## config.mk

```make
export PLATFORM = sky130hd
export DESIGN_NAME = usb_ep_hs
export DESIGN_NICKNAME = d
export VERILOG_FILES = /design/src/rtl/usb_ep_pkg.sv /design/src/rtl/ep_fifo.sv /design/src/rtl/ep_flags.sv /design/src/rtl/ep_bus_seq.sv /design/src/rtl/usb_ep_hs.sv
export SDC_FILE = /design/constraint.sdc
export NUM_CORES = 1
export LEC_CHECK = 0
export ABC_AREA = 1
export BUFFER_PORTS_ARGS = -buffer_cell sky130_fd_sc_hd__buf_2
export CORE_AREA = 3 3 232 234
export CTS_BUF_LIST = sky130_fd_sc_hd__clkbuf_2 sky130_fd_sc_hd__clkbuf_4 sky130_fd_sc_hd__clkbuf_8
export DETAILED_ROUTE_END_ITERATION = 7
export DIE_AREA = 0 0 235 237
export PLACE_DENSITY_LB_ADDON = 0.1
export SLEW_MARGIN = 25
export SYNTH_ARGS = -nofsm -noshare
export SYNTH_HDL_FRONTEND = slang
export SYNTH_HIERARCHICAL = 1
export SYNTH_SLANG_ARGS = --single-unit
```

## constraint.sdc

```tcl
create_clock -name clk -period 2.8 [get_ports clk]
set_input_delay 0.42 -clock clk [delete_from_list [all_inputs] [get_ports clk]]
set_output_delay 0.42 -clock clk [all_outputs]
set_load 0.01 [all_outputs]
```

## src/rtl/usb_ep_pkg.sv

```systemverilog
package usb_ep_pkg;

    localparam int STAT_W = 16;
    localparam int CNT_LSB = 8;

    typedef enum logic [1:0] {
        RESP_ACK  = 2'd0,
        RESP_NAK  = 2'd1,
        RESP_DATA = 2'd2
    } resp_e;

    typedef enum logic [1:0] {
        PH_IDLE  = 2'd0,
        PH_SETUP = 2'd1,
        PH_KEEP  = 2'd2,
        PH_DROP  = 2'd3
    } phase_e;

    // Packed so that bit 0 is transmit-done and bit 3 is transmit-ready.
    typedef struct packed {
        logic tx_rdy;
        logic rx_full;
        logic setup;
        logic tx_done;
    } ep_flags_t;

    function automatic logic [STAT_W-1:0] pack_status(input ep_flags_t f,
                                                       input logic [7:0] cnt);
        logic [STAT_W-1:0] w;
        w = '0;
        w[3:0] = f;
        w[CNT_LSB +: 8] = cnt;
        return w;
    endfunction

endpackage

```

## src/rtl/ep_fifo.sv

```systemverilog
module ep_fifo #(
    parameter int DEPTH = 64,
    parameter int DW    = 8,
    localparam int AW   = $clog2(DEPTH),
    localparam int CW   = $clog2(DEPTH + 1)
) (
    input  logic          clk,
    input  logic          rst,
    input  logic          flush,
    input  logic          wr_en,
    input  logic [DW-1:0] wr_data,
    input  logic          rd_en,
    output logic [DW-1:0] rd_data,
    output logic [CW-1:0] count,
    output logic          full
);
    logic [DW-1:0] mem [DEPTH];
    logic [AW-1:0] wr_ptr, rd_ptr;
    logic          do_wr, do_rd;

    assign full    = (count == CW'(DEPTH));
    assign do_wr   = wr_en && !full;
    assign do_rd   = rd_en && (count != '0);
    assign rd_data = mem[rd_ptr];

    function automatic logic [AW-1:0] inc(input logic [AW-1:0] p);
        return (p == AW'(DEPTH - 1)) ? '0 : p + 1'b1;
    endfunction

    always_ff @(posedge clk) begin
        if (do_wr && !flush) mem[wr_ptr] <= wr_data;
    end

    always_ff @(posedge clk) begin
        if (rst || flush) begin
            wr_ptr <= '0;
            rd_ptr <= '0;
            count  <= '0;
        end else begin
            if (do_wr) wr_ptr <= inc(wr_ptr);
            if (do_rd) rd_ptr <= inc(rd_ptr);
            case ({do_wr, do_rd})
                2'b10:   count <= count + 1'b1;
                2'b01:   count <= count - 1'b1;
                default: count <= count;
            endcase
        end
    end

    p_no_overflow_r13: assert property (@(posedge clk) disable iff (rst)
        count <= CW'(DEPTH));

    p_count_hold_r2: assert property (@(posedge clk) disable iff (rst)
        (!flush && !wr_en && !rd_en) |=> $stable(count));

endmodule

```

## src/rtl/ep_flags.sv

```systemverilog
module ep_flags
    import usb_ep_pkg::*;
(
    input  logic      clk,
    input  logic      rst,
    input  logic      wr,
    input  logic [3:0] wdata,
    input  logic      set_setup,
    input  logic      set_rx,
    input  logic      set_txdone,
    input  logic      clr_txrdy,
    output ep_flags_t flags,
    output logic      fw_flush
);
    ep_flags_t nxt;
    logic keep_done, keep_setup, keep_rx;

    // Write-0-to-clear: a written 1 (or no write) keeps the flag.
    assign keep_done  = !wr || wdata[0];
    assign keep_setup = !wr || wdata[1];
    assign keep_rx    = !wr || wdata[2];

    always_comb begin
        nxt.tx_done = (flags.tx_done & keep_done)  | set_txdone;
        nxt.setup   = (flags.setup   & keep_setup) | set_setup;
        nxt.rx_full = (flags.rx_full & keep_rx)    | set_rx;
        nxt.tx_rdy  = (flags.tx_rdy  & !clr_txrdy) | (wr & wdata[3]);
    end

    // Firmware releasing a received buffer empties the shared FIFO.
    assign fw_flush = (flags.setup   && !keep_setup && !set_setup) ||
                      (flags.rx_full && !keep_rx    && !set_rx);

    always_ff @(posedge clk) begin
        if (rst) flags <= '0;
        else     flags <= nxt;
    end

    p_w1_keeps_r5: assert property (@(posedge clk) disable iff (rst)
        (wr && wdata[0] && flags.tx_done) |=> flags.tx_done);

endmodule

```

## src/rtl/ep_bus_seq.sv

```systemverilog
module ep_bus_seq
    import usb_ep_pkg::*;
(
    input  logic   clk,
    input  logic   rst,
    input  logic   setup_tok,
    input  logic   out_tok,
    input  logic   in_tok,
    input  logic   rx_vld,
    input  logic   pkt_end,
    input  logic   tx_pop_req,
    input  logic   tx_end,
    input  logic   host_ack,
    input  logic   setup_f,
    input  logic   rx_f,
    input  logic   txrdy_f,
    input  logic   fifo_full,
    output logic   rx_store,
    output logic   flush,
    output logic   tx_pop,
    output logic   set_setup,
    output logic   set_rx,
    output logic   set_txdone,
    output logic   clr_txrdy,
    output logic   busy,
    output logic   hs_vld,
    output resp_e  hs_code
);
    phase_e phase;
    logic   sending, await_ack;
    logic   any_tok, out_ok;

    assign any_tok = setup_tok | out_tok | in_tok;
    assign out_ok  = !setup_f && !rx_f && !txrdy_f;
    assign busy    = (phase != PH_IDLE) || sending;

    always_comb begin
        flush      = 1'b0;
        clr_txrdy  = 1'b0;
        set_setup  = 1'b0;
        set_rx     = 1'b0;
        if (setup_tok) begin
            flush     = 1'b1;
            clr_txrdy = 1'b1;
        end else if (out_tok) begin
            flush = out_ok;
        end else begin
            if (pkt_end && phase == PH_SETUP) set_setup = 1'b1;
            if (pkt_end && phase == PH_KEEP)  set_rx    = 1'b1;
            if (tx_end && sending)            clr_txrdy = 1'b1;
        end
        rx_store   = rx_vld && !fifo_full &&
                     (phase == PH_SETUP || phase == PH_KEEP);
        tx_pop     = tx_pop_req && sending;
        set_txdone = host_ack && await_ack && !any_tok;
    end

    always_ff @(posedge clk) begin
        if (rst) begin
            phase     <= PH_IDLE;
            sending   <= 1'b0;
            await_ack <= 1'b0;
            hs_vld    <= 1'b0;
            hs_code   <= RESP_ACK;
        end else begin
            hs_vld <= 1'b0;
            if (setup_tok) begin
                phase     <= PH_SETUP;
                sending   <= 1'b0;
                await_ack <= 1'b0;
            end else if (out_tok) begin
                phase     <= out_ok ? PH_KEEP : PH_DROP;
                sending   <= 1'b0;
                await_ack <= 1'b0;
            end else if (in_tok) begin
                hs_vld    <= 1'b1;
                hs_code   <= txrdy_f ? RESP_DATA : RESP_NAK;
                sending   <= txrdy_f;
                await_ack <= 1'b0;
            end else begin
                if (pkt_end && phase != PH_IDLE) begin
                    hs_vld  <= 1'b1;
                    hs_code <= (phase == PH_DROP) ? RESP_NAK : RESP_ACK;
                    phase   <= PH_IDLE;
                end
                if (tx_end && sending) begin
                    sending   <= 1'b0;
                    await_ack <= 1'b1;
                end else if (host_ack && await_ack) begin
                    await_ack <= 1'b0;
                end
            end
        end
    end

    p_in_nak_r3: assert property (@(posedge clk) disable iff (rst)
        (in_tok && !setup_tok && !out_tok && !txrdy_f) |=>
            (hs_vld && hs_code == RESP_NAK));

    p_out_drop_r8: assert property (@(posedge clk) disable iff (rst)
        (out_tok && !setup_tok && setup_f) |=> (phase == PH_DROP));

    p_drop_nak_r10: assert property (@(posedge clk) disable iff (rst)
        (pkt_end && !any_tok && phase == PH_DROP) |=>
            (hs_vld && hs_code == RESP_NAK));

endmodule

```

## src/rtl/usb_ep_hs.sv

```systemverilog
module usb_ep_hs
    import usb_ep_pkg::*;
#(
    parameter int DEPTH = 64,
    localparam int CW   = $clog2(DEPTH + 1)
) (
    input  logic        clk,
    input  logic        rst,
    input  logic        fw_stat_wr,
    input  logic [3:0]  fw_stat_wdata,
    output logic [15:0] fw_stat_rdata,
    input  logic        fw_fifo_wr,
    input  logic [7:0]  fw_fifo_wdata,
    input  logic        fw_fifo_rd,
    output logic [7:0]  fw_fifo_rdata,
    output logic        ep_irq,
    input  logic        bus_setup_tok,
    input  logic        bus_out_tok,
    input  logic        bus_in_tok,
    input  logic        bus_rx_vld,
    input  logic [7:0]  bus_rx_byte,
    input  logic        bus_pkt_end,
    input  logic        bus_tx_pop,
    output logic [7:0]  bus_tx_byte,
    input  logic        bus_tx_end,
    input  logic        bus_host_ack,
    output logic        hs_vld,
    output logic [1:0]  hs_code
);
    ep_flags_t flags;
    resp_e     code;
    logic      rx_store, seq_flush, fw_flush, tx_pop;
    logic      set_setup, set_rx, set_txdone, clr_txrdy, busy;
    logic      fifo_full, fifo_wr, fifo_rd;
    logic [7:0] fifo_wdata, head;
    logic [CW-1:0] count;

    ep_flags u_flags (
        .clk, .rst,
        .wr(fw_stat_wr), .wdata(fw_stat_wdata),
        .set_setup, .set_rx, .set_txdone, .clr_txrdy,
        .flags, .fw_flush
    );

    ep_bus_seq u_seq (
        .clk, .rst,
        .setup_tok(bus_setup_tok), .out_tok(bus_out_tok), .in_tok(bus_in_tok),
        .rx_vld(bus_rx_vld), .pkt_end(bus_pkt_end),
        .tx_pop_req(bus_tx_pop), .tx_end(bus_tx_end), .host_ack(bus_host_ack),
        .setup_f(flags.setup), .rx_f(flags.rx_full), .txrdy_f(flags.tx_rdy),
        .fifo_full,
        .rx_store, .flush(seq_flush), .tx_pop,
        .set_setup, .set_rx, .set_txdone, .clr_txrdy, .busy,
        .hs_vld, .hs_code(code)
    );

    assign fifo_wr    = rx_store | (fw_fifo_wr & !flags.tx_rdy & !busy);
    assign fifo_wdata = rx_store ? bus_rx_byte : fw_fifo_wdata;
    assign fifo_rd    = tx_pop | (fw_fifo_rd & !bus_tx_pop);

    ep_fifo #(.DEPTH(DEPTH), .DW(8)) u_fifo (
        .clk, .rst,
        .flush(seq_flush | fw_flush),
        .wr_en(fifo_wr), .wr_data(fifo_wdata),
        .rd_en(fifo_rd), .rd_data(head),
        .count, .full(fifo_full)
    );

    assign fw_fifo_rdata = head;
    assign bus_tx_byte   = head;
    assign hs_code       = code;
    assign ep_irq        = flags.tx_done | flags.setup | flags.rx_full;
    assign fw_stat_rdata = pack_status(flags, 8'(count));

    p_txdone_ack_r4: assert property (@(posedge clk) disable iff (rst)
        $rose(flags.tx_done) |-> $past(bus_host_ack));

    p_fw_blocked_r2: assert property (@(posedge clk) disable iff (rst)
        (fw_fifo_wr && flags.tx_rdy && !bus_tx_pop && !bus_rx_vld &&
         !bus_setup_tok && !bus_out_tok && !fw_stat_wr) |=> $stable(count));

endmodule

```

# After elaboration in Yosys (flattened, before gate mapping)
# Memory sizes are Yosys's and may differ from the RTL's. A register that Yosys moved wholly into a read port is not among the register bits.
# Index checks and enable logic that the tools add are counted.
# totals
reg_bits,30
ramBits,512
in_bits,33
word_cells,136
n_memories,1
# classes
n_addsub,4
eq_ne,10
muxes,34
n_bitwise,21
n_reduce_logical,53
# memory_table
name,depth,word_bits,read_ports,rd_clocked_by_memory_dff,wr,line_no,source
u_fifo.mem,64,8,1,1,1,ep_fifo.sv:17,logic [DW-1:0] mem [DEPTH];
# ops
cell,count
6-bit two-way mux,4
1-bit two-way mux,22
1-bit logical AND,18
1-bit logical NOT,14
7-bit one-hot mux with 2 select lines,1
"6-bit by 1-bit adder with 6-bit output, second input constant",2
"6-bit == test, second input constant",2
2-bit two-way mux,6
2-bit nonzero test,6
1-bit OR,11
1-bit bitwise AND,8
8-bit two-way mux,1
"7-bit by 1-bit adder with 7-bit output, second input constant",1
"7-bit == test, second input constant",1
1-bit logical OR,7
7-bit nonzero test,1
"7-bit by 1-bit subtractor with 7-bit output, second input constant",1
"2-bit == test, second input constant",3
"2-bit by 1-bit == test with 1-bit output, second input constant",2
2-bit AND reduction,2
4-bit OR reduction,1
"3-bit inequality test, second input constant",1
3-bit AND reduction,1
3-bit nonzero test,1
other kinds (4),5

# Depth between registers and ports, before layout
# Gate-level depths: netlist of run 1.
# logic_depth
word_depth,13
ltp_mapped,18

# Cells and area by module
# Netlist of run 1, hierarchy kept.
# modules_own_cells
module,instances,cells_each,area_per_inst_um2,seq_area_each_um2
ep_fifo,1,1956,22337.7,15875.2
ep_bus_seq,1,63,446.7,140.1
usb_ep_hs,1,50,251.5,0.0
ep_flags,1,27,171.4,80.1

# Worst setup path after synthesis of run 1
# Ideal clock, no wire load.
# synth_path
path_type,register to register
start,register u_seq.phase[0]
end,register u_fifo.count[6]
setup_ns,0.073
t_arrival_ns,2.626
t_required_ns,2.727
path_slack_ns,0.102
path_stages_with_launch,19
cell_sequence,dfxtp_1 > inv_1 > ha_1 > nand2_1 > nor2_1 > buf_6 > inv_2 > nand2_1 > o21ai_4 > ha_1 > inv_1 > fa_1 > o21ai_0 > nand2_1 > nand2_1 > nand2_1 > nand2_1 > nand2_1 > a21oi_1
# synth_rtl
element,line_no,source
start: declaration,ep_bus_seq.sv:29,phase_e phase;
start signal: assignment,ep_bus_seq.sv:72,phase <= out_ok ? PH_KEEP : PH_DROP;
2-bit by 1-bit == test with 1-bit output or 2-bit == test (tied branches),ep_bus_seq.sv:53,(phase == PH_SETUP || phase == PH_KEEP);
1-bit logical OR *,ep_bus_seq.sv:53,
1-bit logical AND *,ep_bus_seq.sv:52,rx_store = rx_vld && !fifo_full &&
net rx_store,usb_ep_hs.sv:32,"logic rx_store, seq_flush, fw_flush, tx_pop;"
1-bit OR *,usb_ep_hs.sv:57,assign fifo_wr = rx_store | (fw_fifo_wr & !flags.tx_rdy & !busy);
net fifo_wr,usb_ep_hs.sv:34,"logic fifo_full, fifo_wr, fifo_rd;"
1-bit logical AND *,ep_fifo.sv:22,assign do_wr = wr_en && !full;
2-bit by 1-bit == test with 1-bit output or 2-bit == test (tied branches),ep_fifo.sv:42,"case ({do_wr, do_rd})"
7-bit one-hot mux with 2 select lines or 2-bit nonzero test (tied branches),n/a,
end signal: assignment,ep_fifo.sv:43,2'b10: count <= count + 1'b1;
end signal: assignment,ep_fifo.sv:44,2'b01: count <= count - 1'b1;
end signal: assignment,ep_fifo.sv:45,default: count <= count;
end: declaration,ep_fifo.sv:14,"output logic [CW-1:0] count,"
# The timed path passes the listed nets; every way through them passes the cells marked *.
# A chain may end at the register's enable or synchronous reset.

==> impl_metrics.env, run 1 <==
export IMPL_status="finished with violations"
export IMPL_violations="setup timing"
export IMPL_pwr_share_clk=0.418
export IMPL_cts_tree="done"
export IMPL_nets=2363
export IMPL_crit_fanout=8
export IMPL_wl_per_cell_um=22.09
export IMPL_worstMarginPinSlew_ns=0.8682
export IMPL_synth_edf_count=512
export IMPL_period_minus_slack_ns=2.967
export IMPL_core_area_um2=52240
export IMPL_swShare=0.2243
export IMPL_path_common_cell="nand3_2"
export IMPL_fillers=4406
export IMPL_finalClockSkew_ns=0.03154
export IMPL_syn_inst=2096
export IMPL_clock_latency_ns=0.69
export IMPL_p_sw_mw=3.883
export IMPL_ys_seq_area_frac=0.6936
export IMPL_setup_viol=16
export IMPL_n_antenna_cell=0
export IMPL_rsz0062_at_grt="true"
export IMPL_stdcell_count=3074
export IMPL_root_buffer="clkbuf_8"
export IMPL_fmax_mhz=337.0
export IMPL_path_cells="buf_12 -> inv_16 -> buf_16 -> buf_16 -> buf_12 -> nand2_2 -> nand3_2 -> nand3_2 -> nand2_2 -> nand2_2 -> nand3_2 -> nand3_2 -> nand2_4 -> buf_6"
export IMPL_ys_flop_type="edfxtp_1"
export IMPL_hold_ws_ns=0.06908
export IMPL_placed_cells=2851
export IMPL_rows=84
export IMPL_antenna_found_initial=0
export IMPL_ys_seq_elements=548
export IMPL_synth_distinct_cells=39
export IMPL_timing_final_crit_share=1.060
export IMPL_p_int_mw=13.42
export IMPL_hold_path_class="in2reg"
export IMPL_final_cell_mix="nand2_1, edfxtp_1, nand3_1"
export IMPL_syn_cell_area_um2=23210
export IMPL_clkTransAtPathRegs_ns=0.06
export IMPL_die_x_um=235
export IMPL_fin_setup_tns_ns=-2.334
export IMPL_cp_start_kind="register"
export IMPL_fin_ws_ns=-0.1674
export IMPL_slowest_stage="dfxtp_4"
export IMPL_cts_buffers=93
export IMPL_grt_pass1_wl_um=99420
export IMPL_dp_hpwl_um=35720
export IMPL_yosys_warnings=6
export IMPL_final_common_cell="nand2_1"
export IMPL_p_per_area_nw_per_um2=597.7
export IMPL_drt_iter0_markers=1559
export IMPL_maxSlewHeadroom=0.4212
export IMPL_cts_sink_count=548
export IMPL_io_buffers=63
export IMPL_p_seq_frac=0.526
export IMPL_via_per_inst=5.377
export IMPL_p_comb_frac=0.056
export IMPL_grt_remaining_overflow=0
export IMPL_grt_usage=0.2373
export IMPL_synth_area_per_cell_um2=11.07
export IMPL_postRouteAntennaNets=0
export IMPL_initial_utilization=0.4443
export IMPL_die_area_um2=55700
export IMPL_maxCapViolations=0
export IMPL_slowest_delay_ns=0.36
export IMPL_synth_async_reset_ratio=0
export IMPL_ir_drop_v=0.0002907
export IMPL_clockBufferDepth=3
export IMPL_drive_gt1_frac=0.2490
export IMPL_routed_wl_um=67890
export IMPL_area_growth_pct=24.76
export IMPL_grt_max_degree=65
export IMPL_place_congestion=0.8421
export IMPL_drt_first_pass_iters=7
export IMPL_vias=16530
export IMPL_p_leak_nw=10.98
export IMPL_ioPinCount=69
export IMPL_drv_slew=0
export IMPL_worstSetupPathType="reg2out"
export IMPL_grt_pass1_vias=15910
export IMPL_die_h_um=237
export IMPL_drc=0
export IMPL_arrival_ns=2.55
export IMPL_h_tree_depth=3
export IMPL_required_ns=2.38
export IMPL_worstSetupEndpointType="output pin"
export IMPL_final_hold_violation_count=0
[cell usage after synthesis (2+ instances only)]
cell      instances  area (µm²)
a21oi_1          25       125.1
and3_1            3       18.77
buf_1            12       45.04
buf_2            40       200.2
buf_4            39       292.8
buf_6            24       270.3
clkbuf_1          9       33.78
dfxtp_1          36       720.7
edfxtp_1        512       15370
ha_1             12       150.1
inv_1            52       195.2
inv_2             5       18.77
nand2_1         727        2729
nand2_2           3       18.77
nand3_1         460        2302
nand4_1           7       43.79
nor2_1           81       304.0
nor2_2            2       12.51
nor2_4            2       22.52
nor3_1            4       20.02
o21ai_0          16       80.08
o21ai_1           2       10.01
or2_2             2       12.51
xor2_1            6       52.55
[through the flow]
stage / setup WS, ns / instance area (µm²) / utilization / total power [mW]
after CTS: -0.1828 / 28460 / 0.5448 / 17.42
after detailed placement: 0.01949 / 24750 / 0.4738 / 10.08
after floorplan: 0.1016 / 23220 / - / 9.704
after global placement: 0.08542 / 24750 / 0.4738 / 10.07
after global routing: -0.2525 / 28950 / 0.5543 / 17.90
final: -0.1674 / 28950 / 0.5543 / 17.31
[layer usage]
metal  vias up  global-route usage  share of wire
met1      8110              0.3215           0.43
met2       581              0.3861           0.48
met4         0             0.08421          0.030
met5         -                   0              0
li1       7710                   -              -
met3       127             0.04344          0.066
[worst max-delay path, delay by kind of cell (launching register included)]
kind	cells	cell delay, ns
buffers and inverters	6	0.78
AND/OR/NAND/NOR	8	0.71
flip-flops	1	0.36
[power groups by stage]
stage / combinational [mW] / clock [mW] / sequential, mW
after floorplan: 0.417 / 0 / 9.29
after global placement: 0.796 / 0 / 9.27
after detailed placement: 0.804 / 0 / 9.27
after CTS: 0.939 / 7.38 / 9.10
after global routing: 1.04 / 7.76 / 9.10
final: 0.969 / 7.24 / 9.10
[registers in the layout, summed over array words and instances (netlist names), named ones only]
signal           count
u_seq/await_ack      1
u_seq/hs_vld         1
u_seq/hs_code        2
u_seq/phase          2
u_fifo/wr_ptr        6
u_flags/flags        4
u_fifo/mem         512
u_fifo/count         7
u_fifo/rd_ptr        6
u_seq/sending        1
[repair_timing]
action,4_1_cts,5_1_grt
endpoints found under the hold margin,3,0
resized for setup,196,88
buffers inserted,22,3
hold buffers,6,0
endpoints found under the setup margin,18,19
pin swaps,66,72
gates cloned,25,5
[final timing paths]
check	cells after the start	end	start	slack [ns]
worst min-delay path	4	u_flags/flags[0]	fw_stat_wr	0.07
worst max register to register	12	u_fifo/mem[8][1]	u_seq/phase[1]	0.21
worst max-delay path	14	fw_fifo_rdata[7]	register	-0.17
worst min register to register	2	u_seq/hs_code[1]	u_seq/hs_code[1]	0.48
[cell type report]
cell class,instances,area [µm²],share of cell area
clock buffers,128,1599,0.05523
multi-input cells,1367,6965,0.2406
repair inverters,3,47.55,0.001642
inverters,60,250.2,0.008643
repair buffers,244,2874,0.09927
well taps,688,860.8,0.02973
clock inverters,36,251.5,0.008686
flip-flops and latches,548,16100,0.5562
[cells by family (layout without fill, tap and decap cells)]
logic type               Yosys count  count (layout)  share of synthesized area
flip-flops                       548             548                     0.6936
AND/OR/NAND/NOR                 1295            1295                     0.2381
AO/OA/AOI/OAI                     47              47                    0.01116
XOR/XNOR                           7               7                   0.002642
adder cells (fa/ha/maj)           13              13                   0.007332
buffers and inverters            185             471                    0.04707
other                              1               5                  0.0001616
(Power assumes the default switching activity.)
==> inputs of run 2 (changes only) <==
CORE_AREA = 5 5 234 236   (was 3 3 232 234)
DIE_AREA = 0 0 239 241   (was 0 0 235 237)
==> run 2 against run 1 <==
Against the previous run: the run still ends with setup timing left; sequential share of layout area grew 1.3 points; utilization fell by 1.3 points; via count down 0.27%; critical path type unchanged.
==> impl_metrics.env, run 2 (same netlist as run 1, synthesis figures left out) <==
export IMPL_arrival_ns=2.53
export IMPL_grt_remaining_overflow=0
export IMPL_area_growth_pct=21.91
export IMPL_clock_latency_ns=0.67
export IMPL_ioPinCount=69
export IMPL_maxCapViolations=0
export IMPL_period_minus_slack_ns=2.951
export IMPL_p_int_mw=13.22
export IMPL_core_area_um2=52240
export IMPL_place_congestion=0.8331
export IMPL_vias=16480
export IMPL_cts_buffers=92
export IMPL_p_leak_nw=10.73
export IMPL_root_buffer="clkbuf_8"
export IMPL_dp_slack_ns=0.03805
export IMPL_swShare=0.2262
export IMPL_p_sw_mw=3.863
export IMPL_reg_top3="u_fifo/mem (512), u_fifo/count (7)"
export IMPL_final_common_cell="nand2_1"
export IMPL_drv_slew=0
export IMPL_largest_register_ff_count=512
export IMPL_final_cell_mix="nand2_1, edfxtp_1, nand3_1"
export IMPL_die_area_um2=57600
export IMPL_whs_endpoint="u_flags/flags[0]"
export IMPL_die_h_um=241
export IMPL_ir_drop_v=0.0002892
export IMPL_grt_usage=0.2309
export IMPL_cts_tree="done"
export IMPL_drive_gt1_frac=0.2194
export IMPL_clkTransAtPathRegs_ns=0.06
export IMPL_drc=0
export IMPL_antenna_found_initial=1
export IMPL_whs_path_depth=4
export IMPL_status="finished with violations"
export IMPL_slowest_stage="dfxtp_4"
export IMPL_p_comb_frac=0.055
export IMPL_slowest_delay_ns=0.37
export IMPL_h_tree_depth=3
export IMPL_routed_wl_um=67210
export IMPL_grt_max_degree=77
export IMPL_drt_iter0_markers=1427
export IMPL_largest_register="u_fifo/mem"
export IMPL_hold_path_class="in2reg"
export IMPL_finalClockSkew_ns=0.03038
export IMPL_dp_hpwl_um=36100
export IMPL_via_per_inst=5.371
export IMPL_final_hold_violation_count=0
export IMPL_hold_ws_ns=0.08352
export IMPL_p_seq_frac=0.533
export IMPL_nets=2353
export IMPL_drt_first_pass_iters=7
export IMPL_setup_viol=16
export IMPL_utilization=0.5416
export IMPL_crit_fanout=7
export IMPL_violations="setup timing"
export IMPL_required_ns=2.38
export IMPL_grt_pass1_wl_um=99590
export IMPL_maxSlewHeadroom=0.3506
export IMPL_timing_final_crit_share=1.054
export IMPL_die_x_um=239
export IMPL_fmax_mhz=338.9
export IMPL_initial_utilization=0.4443
export IMPL_hp_start="fw_stat_wr"
export IMPL_r2r_end="u_fifo/mem[42][5]"
export IMPL_cts_sink_count=548
export IMPL_io_buffers=63
export IMPL_worstSetupPathType="reg2out"
export IMPL_p_per_area_nw_per_um2=603.7
export IMPL_path_cells="buf_12 -> inv_16 -> buf_12 -> buf_16 -> nand2_1 -> nand3_1 -> nand3_1 -> nand2_2 -> nand2_1 -> nand3_2 -> nand3_2 -> nand2_2 -> buf_2"
export IMPL_pwr_share_clk=0.412
export IMPL_rows=84
export IMPL_wl_per_cell_um=21.90
export IMPL_timing_reg2reg_setup_slack_ns=0.12
export IMPL_grt_pass1_vias=16000
export IMPL_r2r_start="u_seq/phase[0]"
export IMPL_cp_start_kind="register"
export IMPL_r2r_cells=14
export IMPL_clockBufferDepth=3
export IMPL_worstSetupEndpointType="output pin"
export IMPL_fin_ws_ns=-0.1509
export IMPL_worstMarginPinSlew_ns=0.9731
export IMPL_postRouteAntennaNets=0
export IMPL_rsz0062_at_grt="true"
run 2: how the worst max path moves through the flow:
stage / from / to / slack, ns / cells past startpoint
after floorplan: u_seq/phase[0] / u_fifo/count[6] / 0.10 / 18
after global placement: u_seq/phase[0] / u_fifo/count[6] / 0.05 / 18
after detailed placement: u_seq/phase[0] / u_fifo/count[6] / 0.04 / 18
after CTS: register / bus_tx_byte[2] / -0.15 / 12
after global routing: register / fw_fifo_rdata[3] / -0.23 / 12
final: register / fw_fifo_rdata[6] / -0.15 / 13
run 2: power groups by stage:
stage / Clock [mW] / Combinational [mW] / Sequential (mW)
after floorplan: 0 / 0.417 / 9.29
after global placement: 0 / 0.817 / 9.27
after detailed placement: 0 / 0.824 / 9.27
after CTS: 7.20 / 0.938 / 9.10
after global routing: 7.56 / 1.02 / 9.10
final: 7.04 / 0.944 / 9.10
run 2: timing repair:
action                     in CTS  in global routing
hold endpoints to repair        3                  0
buffers inserted               18                  0
setup endpoints to repair      17                 19
pin swaps                      70                  8
hold buffers                    6                  0
gates resized for setup       174                 21
cloned                         25                  2
run 2: stage by stage:
stage / total power, mW / setup TNS [ns] / area, µm² / instances
after floorplan: 9.704 / 0 / 23220 / 2100
after global placement: 10.09 / 0 / 24760 / 2851
after detailed placement: 10.09 / 0 / 24760 / 2851
after CTS: 17.23 / -2.326 / 28150 / 3065
after global routing: 17.68 / -3.484 / 28290 / 3069
final: 17.08 / -1.858 / 28290 / 3069
run 2: routing by layer:
metal,vias to the layer above,global-route usage,share of wire
met4,0,0.08905,0.033
met1,7996,0.3158,0.42
met2,673,0.3691,0.47
met3,117,0.04559,0.077
met5,-,0,0
li1,7698,-,-
run 2: area by class of cell:
class	instances	area, µm²
Timing Repair inverter	2	28.78
Inverter	60	249.0
Sequential cell	548	16100
Clock inverter	43	265.3
Tap cell	688	860.8
Antenna cell	2	5.005
Fill cell	4453	23940
Clock buffer	123	1543
Timing Repair Buffer	236	2680
Multi-Input combinational cell	1367	6556
run 2: worst max-delay path: cells and delay by family, from the launching register on:
| family | cells | cell delay [ns] |
|---|---|---|
| buf+inv | 5 | 0.68 |
| simple gates | 8 | 0.80 |
| flops | 1 | 0.37 |
